**config.mk**
```make
export PLATFORM = sky130hd
export DESIGN_NAME = irq_prio_ctrl
export DESIGN_NICKNAME = d
export VERILOG_FILES = /design/src/rtl/irq_prio_ctrl.sv
export SDC_FILE = /design/constraint.sdc
export NUM_CORES = 1
export LEC_CHECK = 0
export BUFFER_PORTS_ARGS = -buffer_cell sky130_fd_sc_hd__buf_2
export CORE_MARGIN = 2
export CORE_UTILIZATION = 40
export CTS_BUF_LIST = sky130_fd_sc_hd__clkbuf_2
export DETAILED_ROUTE_END_ITERATION = 6
export SLEW_MARGIN = 40
export SYNTH_ARGS = -nofsm -noshare
export SYNTH_HDL_FRONTEND = slang
export SYNTH_SLANG_ARGS = --single-unit
```
**constraint.sdc**
```tcl
create_clock -name clk -period 5 [get_ports clk]
set_input_delay 0.25 -clock clk [delete_from_list [all_inputs] [get_ports clk]]
set_output_delay 0.25 -clock clk [all_outputs]
set_load 0.005 [all_outputs]
```
**src/rtl/irq_prio_ctrl.sv**
```systemverilog
module irq_prio_ctrl #(
  parameter int PC_W  = 10,
  parameter int OFS_W = 6,
  parameter int DEPTH = 4,
  parameter int SYNC  = 2
) (
  input  logic            clk,
  input  logic            rst_n,
  input  logic            pin_a,
  input  logic            pin_b,
  input  logic            tmr_ovf,
  input  logic            clr_mask_a,
  input  logic            clr_mask_b,
  input  logic            clr_tflag,
  input  logic            set_ie,
  input  logic            clr_ie,
  input  logic            call_push,
  input  logic            ret_pop,
  input  logic            reti_pop,
  input  logic [PC_W-1:0] pc_in,
  output logic            take,
  output logic [PC_W-1:0] take_vec,
  output logic [PC_W-1:0] pc_out,
  output logic [7:0]      status
);
  localparam int OFS_MAX = (1 << OFS_W) - 1;
  localparam logic [PC_W-1:0] TMR_VEC = PC_W'(OFS_MAX);
  localparam logic [PC_W-1:0] IN_VEC  = PC_W'((1 << OFS_W) + OFS_MAX);

  logic [SYNC:0] sh_a, sh_b;
  logic mask_a, mask_b, tflag, in_req, tm_req, ie;
  logic [PC_W-1:0] stk [DEPTH];

  wire lvl_a  = sh_a[SYNC-1];
  wire lvl_b  = sh_b[SYNC-1];
  wire edge_a = lvl_a & ~sh_a[SYNC];
  wire edge_b = lvl_b & ~sh_b[SYNC];
  wire in_set = (edge_a & ~mask_a) | (edge_b & ~mask_b);

  assign take     = ie & (in_req | tm_req);
  wire   take_in  = take & in_req;
  wire   take_tm  = take & ~in_req;
  assign take_vec = in_req ? IN_VEC : TMR_VEC;

  wire push = take | call_push;
  wire pop  = (ret_pop | reti_pop) & ~push;

  always_ff @(posedge clk) begin
    if (!rst_n) begin
      sh_a <= '0;
      sh_b <= '0;
    end else begin
      sh_a <= {sh_a[SYNC-1:0], pin_a};
      sh_b <= {sh_b[SYNC-1:0], pin_b};
    end
  end

  always_ff @(posedge clk) begin
    if (!rst_n) begin
      mask_a <= 1'b0;
      mask_b <= 1'b0;
      tflag  <= 1'b0;
      in_req <= 1'b0;
      tm_req <= 1'b0;
    end else begin
      mask_a <= edge_a | (mask_a & ~clr_mask_a);
      mask_b <= edge_b | (mask_b & ~clr_mask_b);
      tflag  <= tmr_ovf | (tflag & ~clr_tflag);
      in_req <= in_set | (in_req & ~take_in);
      tm_req <= tmr_ovf | (tm_req & ~take_tm);
    end
  end

  always_ff @(posedge clk) begin
    if (!rst_n)                   ie <= 1'b0;
    else if (take)                ie <= 1'b0;
    else if (set_ie || reti_pop)  ie <= 1'b1;
    else if (clr_ie)              ie <= 1'b0;
  end

  always_ff @(posedge clk) begin
    if (!rst_n) begin
      for (int i = 0; i < DEPTH; i++) stk[i] <= '0;
    end else if (push) begin
      stk[0] <= pc_in;
      for (int i = 1; i < DEPTH; i++) stk[i] <= stk[i-1];
    end else if (pop) begin
      for (int i = 0; i < DEPTH-1; i++) stk[i] <= stk[i+1];
    end
  end

  assign pc_out = stk[0];
  assign status = {ie, tm_req, in_req, tflag, mask_b, mask_a, lvl_b, lvl_a};

  a_r3_req_held: assert property (@(posedge clk) disable iff (!rst_n)
    (in_req && !take) |=> in_req);
  a_r4_take_clears_ie: assert property (@(posedge clk) disable iff (!rst_n)
    take |=> !ie);
  a_r5_timer_kept: assert property (@(posedge clk) disable iff (!rst_n)
    (take && in_req && tm_req) |=> tm_req);
  a_r6_mask_set_wins: assert property (@(posedge clk) disable iff (!rst_n)
    (edge_a && clr_mask_a) |=> mask_a);
  a_r6_tflag_set_wins: assert property (@(posedge clk) disable iff (!rst_n)
    (tmr_ovf && clr_tflag) |=> (tflag && tm_req));
  a_r7_vec_offset: assert property (@(posedge clk) disable iff (!rst_n)
    take |-> (take_vec[OFS_W-1:0] == OFS_W'(OFS_MAX)));
  a_r8_push_top: assert property (@(posedge clk) disable iff (!rst_n)
    take |=> (pc_out == $past(pc_in)));
  a_r9_ret_keeps_ie: assert property (@(posedge clk) disable iff (!rst_n)
    (ret_pop && !reti_pop && !take && !set_ie && !clr_ie) |=> $stable(ie));
  a_r9_reti_sets_ie: assert property (@(posedge clk) disable iff (!rst_n)
    (reti_pop && !take) |=> ie);
endmodule

```
==> flow_summary_export.csv, run 1 <==
group,metric,value,unit
clocking,clockBufferDepth,2,
sta,period_share,37.0,%
sta,worstMarginPinSlew,0.722,ns
finish,fill_cells,523,
finish,multi_input_area,621,um2
die,dieArea,0.00638,mm2
clocking,cts_tree,"built",
finish,drive_gt1_share,44.1,%
sta,relSlewSlack,51.9,%
sta,tns,0,ns
setup_path,critPathBufInv,0,
sta,final_hold_viol_count,0,
synth,synthCells,162,
setup_path,worstPathArrival,1.96,ns
synth,ys_seq_area_share,62.6,%
setup_path,cp-start-kind,"flop",
power,combPwrFrac,9.6,%
routing,dr.pass1.iters,4,
finish,area.growth.synth_to_final,7.07,%
placement,globalplace.congestion,0.641,
die,die_x,79.8,um
min_path,worstHoldPathType,"in2reg",
grt,grt_pass1_vias,1321,
synth,syn_area_per_cell,14.2,um2
grt,antenna_found_initial,0,
run,cap_violations,0,
die,ioPinCount,52,
sta,rsz0062_at_grt,"no",
grt,grt_usage,13.7,%
die,die_h,79.8,um
clocking,clk_latency,0.44,ns
power,seqPwrFrac,66.8,%
synth,synth_seq_cells,52,
setup_path,crit_chain,"o21a_4 > nand2b_1 > or4_1",
power,vdd_drop_max,0.203,mV
setup_path,cpPeakStageDelay,0.69,ns
routing,antenna_left,0,
sta,period_minus_slack,1.85,ns
routing,dr_total_vias,1275,
clocking,clock-root-buffer,"clkbuf_2",
synth,synthArstFlopShare,0,%
clocking,h-tree-depth,2,
status,run_status,"finished clean",
setup_path,critPathTopFamily,"simple AND/OR/NAND/NOR gates",
synth,synth_cell_types,22,
sta,final.setup_skew,0.0350,ns
die,rows,27,
power,clock_power_share,23.6,%
routing,drc,0,
clocking,clock-sinks,52,
finish,regArea,0.00144,mm2
synth,yosysWarnings,0,
clocking,cts_buffers,5,
setup_path,crit_type,"reg2reg",
power,switching_share,25.5,%
sta,drv_slew,0,
die,core,0.00554,mm2
finish,final_nets,210,
power,p_leak,0.00106,uW
setup_path,crit_fanout,10,
grt,grt_overflow,0,
routing,wire_per_inst,15.6,um
setup_path,cp_slowest_cell,"or4_1",
synth,syn_area,0.00230,mm2
routing,drt_iter0_drc,82,
placement,dp_hpwl,2600,um
setup_path,crit_path_end_kind,"flop",
power,power.net_switching,196,uW
die,initial_core_util,41.5,%
sta,timing.fmax,0.540,GHz
power,p_per_area,312,mW/mm2
placement,io_buffers,42,
power,total_power,768,uW
routing,post_drt_via_cell_ratio,4.90,
synth,synth-edff-count,40,
routing,totalWireLength,4050,um
synth,synth-main-ff-cell,"edfxtp_1",
sta,setup_viol,0,
clocking,clkTransAtPathRegs,0.28,ns
grt,grt_pass1_wl,6600,um
placement,dp_worst_setup_slack,3.18,ns
power,p_int,572,uW
setup_path,crit_required,5.11,ns
sta,fin_ws,3.15,ns
grt,grt_max_degree,41,
clocking,post_cts_buffers,0,
finish,n_antenna_cell,0,
[layer usage]
metal / track usage [%] / up-vias / wire length (um)
met1: 18.6 / 620 / 1850
met4: 4.58 / 0 / 39
met3: 3.73 / 5 / 195
li1: - / 610 / -
met5: 0 / - / 0
met2: 21.3 / 40 / 1960
[state kept, by name, summed over array words and instances, names as in the netlist]
register  flops
ie            1
stk          40
in_req        1
tflag         1
mask_a        1
tm_req        1
sh_b          3
mask_b        1
sh_a          3
[worst reg2reg max path: stages, from the launching register on]
cell	delay, ns
dfxtp_1	0.42
o21a_4	0.23
nand2b_1	0.19
or4_1	0.70
[cell usage after synthesis, types with 2 or more instances]
master,n,area [um2]
a21boi_0,2,15.0
o21a_1,3,22.5
or4_1,3,22.5
edfxtp_1,40,1200
dfxtp_1,12,240
conb_1,2,7.51
and2_1,16,100
nor2_1,2,7.51
nor2b_1,3,18.8
a22o_1,2,17.5
clkbuf_1,5,18.8
a22o_2,28,280
buf_6,3,33.8
buf_4,28,210
nand2b_1,6,37.5
[cells by family after synthesis]
logic type | synth area share, %
AO/OA/AOI/OAI | 16.0
buffers and inverters | 11.6
AND/OR/NAND/NOR | 9.41
flip-flops | 62.6
other | 0.326
[cells in the final DEF, fill, tap and decap left out, drive strengths merged]
master and instances:
inv 3, a211oi 1, conb 9, dlygate4sd3 4
or4 3, dfxtp 12, or2 1, clkinvlp 1
and2 16, nor2 2, clkbuf 5, o21a 4
nor2b 3, o22ai 1, buf 43, nand2b 6
edfxtp 40, a21boi 2, nor4b 1, a21oi 1
a22o 30
[area by class of cell]
class,instances,area share [%]
Sequential cell,52,58.5
Multi-Input combinational cell,80,25.2
Timing Repair Buffer,47,10.5
Tap cell,72,3.66
Clock buffer,5,1.02
Clock inverter,3,1.02
Inverter,1,0.152
[power groups by stage]
stage,combinational [uW],sequential (uW),clock [uW]
after floorplan,64.2,516,0
after global placement,68.5,521,0
after detailed placement,71.5,522,0
after CTS,74.2,514,188
after global routing,81.5,517,209
final,73.5,513,182
[path summary, 6_finish.rpt]
| path | slack, ns | startpoint | cells after the start | endpoint |
|---|---|---|---|---|
| worst max-delay path | 3.15 | in_req$_SDFF_PN0_ | 3 | stk[0][19]$_SDFFCE_PP0P_ |
| worst min-delay path | 0.07 | reti_pop | 3 | ie$_SDFFE_PP0P_ |
| worst max register to register | 3.15 | in_req$_SDFF_PN0_ | 3 | stk[0][19]$_SDFFCE_PP0P_ |
| worst min register to register | 0.48 | sh_b[0]$_SDFF_PN0_ | 1 | sh_b[1]$_SDFF_PN0_ |
[what timing repair did]
item                      4_1_cts  5_1_grt
hold endpoints to repair        4        0
resized for setup               0        0
hold buffers                    4        0
[stage by stage]
step	area (um2)	hold WS, ns	instances	util (%)
5_1_grt	2460	0.0101	260	44.5
6_report	2460	0.0655	260	44.5
3_5_place_dp	2370	0.430	248	42.8
4_1_cts	2460	0.0335	260	44.5
3_3_place_gp	2370	0.415	248	42.8
2_1_floorplan	2330	0.371	169	-
No activity file was read; power rests on OpenSTA's default activity.
==> inputs of run 2 (changes only) <==
==> constraint.sdc (replaced) <==
create_clock -name clk -period 1.54 [get_ports clk]
set_input_delay 0.077 -clock clk [delete_from_list [all_inputs] [get_ports clk]]
set_output_delay 0.077 -clock clk [all_outputs]
set_load 0.005 [all_outputs]
==> flow_summary_export.csv, run 2 (synthesis gave the netlist of run 1 again) <==
group,metric,value,unit
setup_path,crit_chain,"o21a_4 > buf_12 > o21a_2 > buf_12 > a22o_4",
routing,post_drt_via_cell_ratio,4.97,
setup_path,cpMostUsedCell,"buf_12",
die,rows,27,
routing,dr_total_vias,1476,
setup_path,cp-start-kind,"flop",
clocking,h-tree-depth,2,
sta,final_hold_viol_count,0,
routing,antenna_left,0,
finish,final_common_cell,"buf_2",
placement,dpl-instance-area,0.00245,mm2
routing,drt_iter0_drc,71,
grt,grt_usage,14.5,%
clocking,clock-root-buffer,"clkbuf_2",
setup_path,crit_type,"reg2reg",
power,clock_power_share,26.4,%
run,cap_violations,0,
sta,fin_ws,-0.0658,ns
status,violations,"negative setup slack",
die,dieArea,0.00638,mm2
setup_path,reg2regPathDepth,5,
min_path,hold-path-endpoint,"stk[0][25]$_DFFE_PP_",
sta,drv_slew,0,
routing,dr.pass1.iters,4,
min_path,hold_depth,3,
power,combPwrFrac,14.1,%
clocking,cts_buffers,5,
power,p_leak,0.00139,uW
clocking,clockBufferDepth,2,
placement,io_buffers,42,
min_path,hp-start,"ret_pop",
routing,highest_layer,"met4",
power,p_per_area,919,mW/mm2
clocking,clk_latency,0.45,ns
finish,fin_util,55.3,%
setup_path,cpPeakStageDelay,0.39,ns
setup_path,crit_fanout,20,
finish,n_antenna_cell,0,
setup_path,crit_required,1.76,ns
sta,period_share,104,%
setup_path,cp_slowest_cell,"dfxtp_2",
die,die_x,79.8,um
routing,totalWireLength,4920,um
die,core,0.00554,mm2
status,run_status,"complete, but fails checks",
routing,wl_met3,283,um
power,vdd_drop_max,0.368,mV
grt,grt_pass1_vias,1395,
finish,layout.cells.non_filler,297,
routing,route.met2.wl,2440,um
finish,design_area,0.00306,mm2
setup_path,timing.reg2reg.setup_slack,-0.07,ns
clocking,clkTransAtPathRegs,0.29,ns
grt,antenna_found_initial,0,
setup_path,worstPathArrival,1.83,ns
clocking,clock-sinks,52,
power,seqPwrFrac,59.5,%
finish,largest-register,"stk",
die,die_h,79.8,um
grt,grt_overflow,0,
setup_path,crit_path_end_kind,"flop",
die,initial_core_util,41.5,%
setup_path,rr_startpoint,"tm_req$_SDFF_PN0_",
power,power.net_switching,681,uW
die,ioPinCount,52,
placement,dp_cells,255,
routing,wire_per_inst,16.6,um
placement,globalplace.congestion,0.716,
finish,final_nets,247,
finish,largestRegisters,"stk x40, sh_a x3, sh_b x3",
finish,final_cell_mix,"buf_2 (42), edfxtp_1 (40), dlygate4sd3_1 (25)",
finish,largest_reg_flops,40,
finish,drive_gt1_share,46.2,%
grt,grt_max_degree,41,
power,p_int,2130,uW
setup_path,r2r-end,"stk[0][29]$_DFFE_PP_",
placement,dp_hpwl,2700,um
clocking,cts_tree,"built",
routing,drc,0,
sta,timing.fmax,0.623,GHz
routing,wl_met1,2170,um
sta,tns,-1.65,ns
finish,area.growth.synth_to_final,33.2,%
sta,rsz0062_at_grt,"yes",
power,switching_share,24.2,%
grt,grt_pass1_wl,7000,um
min_path,worstHoldPathType,"in2reg",
sta,setup_viol,56,
sta,period_minus_slack,1.61,ns
sta,final.setup_skew,0.0342,ns
[run 2: metrics by stage]
stage / setup slack, ns / hold WS (ns) / power (uW)
detailed placement: -0.0592 / 0.286 / 1950
global route: -0.118 / 0.0686 / 2930
floorplan: -0.0650 / 0.198 / 1890
CTS: -0.0504 / 0.0745 / 2750
finish: -0.0658 / 0.0942 / 2820
global placement: -0.0136 / 0.286 / 1940
[run 2: layout make-up]
| class | count | area, um2 |
|---|---|---|
| flip-flops and latches | 52 | 1440 |
| well taps | 72 | 90.1 |
| multi-input cells | 80 | 752 |
| inverters | 1 | 3.75 |
| clock inverters | 3 | 46.3 |
| clock buffers | 5 | 25.0 |
| fillers | 473 | 2480 |
| repair buffers | 84 | 704 |
[run 2: worst max path at each step]
stage / start / depth (start not counted) / end / slack (ns)
finish: tm_req$_SDFF_PN0_ / 5 / stk[0][29]$_DFFE_PP_ / -0.07
global route: tm_req$_SDFF_PN0_ / 6 / stk[0][13]$_SDFFCE_PP0P_ / -0.12
CTS: tm_req$_SDFF_PN0_ / 4 / stk[0][8]$_DFFE_PP_ / -0.05
detailed placement: tm_req$_SDFF_PN0_ / 4 / stk[0][4]$_DFFE_PP_ / -0.06
global placement: tm_req$_SDFF_PN0_ / 4 / stk[0][10]$_SDFFCE_PP0P_ / -0.01
floorplan: tm_req$_SDFF_PN0_ / 3 / stk[0][0]$_DFFE_PP_ / -0.07
[run 2: metal layers]
metal | track usage (%) | vias up
li1 | - | 687
met1 | 20.0 | 733
met2 | 23.1 | 52
met3 | 3.73 | 4
met4 | 3.56 | 0
met5 | 0 | -
[run 2: timing repair]
item                                   4_1_cts  5_1_grt
endpoints found under the hold margin       22        0
pin swaps                                    1       13
gates cloned                                 2        5
resized for setup                           10       21
setup buffers                                1        1
hold buffers                                25        0
setup endpoints to repair                   30       63
[run 2: power by group through the flow]
stage / Sequential (uW) / Clock (uW) / Combinational, uW
after floorplan: 1680 / 0 / 209
after global placement: 1690 / 0 / 252
after detailed placement: 1690 / 0 / 259
after CTS: 1670 / 752 / 328
after global routing: 1690 / 809 / 430
final: 1680 / 742 / 396
[run 2: worst max-delay path, delay by kind of cell (launching register included)]
family,cells,cell delay [ns]
buffers and inverters,2,0.30
DFF,1,0.39
AOI/OAI and AO/OA,3,0.68
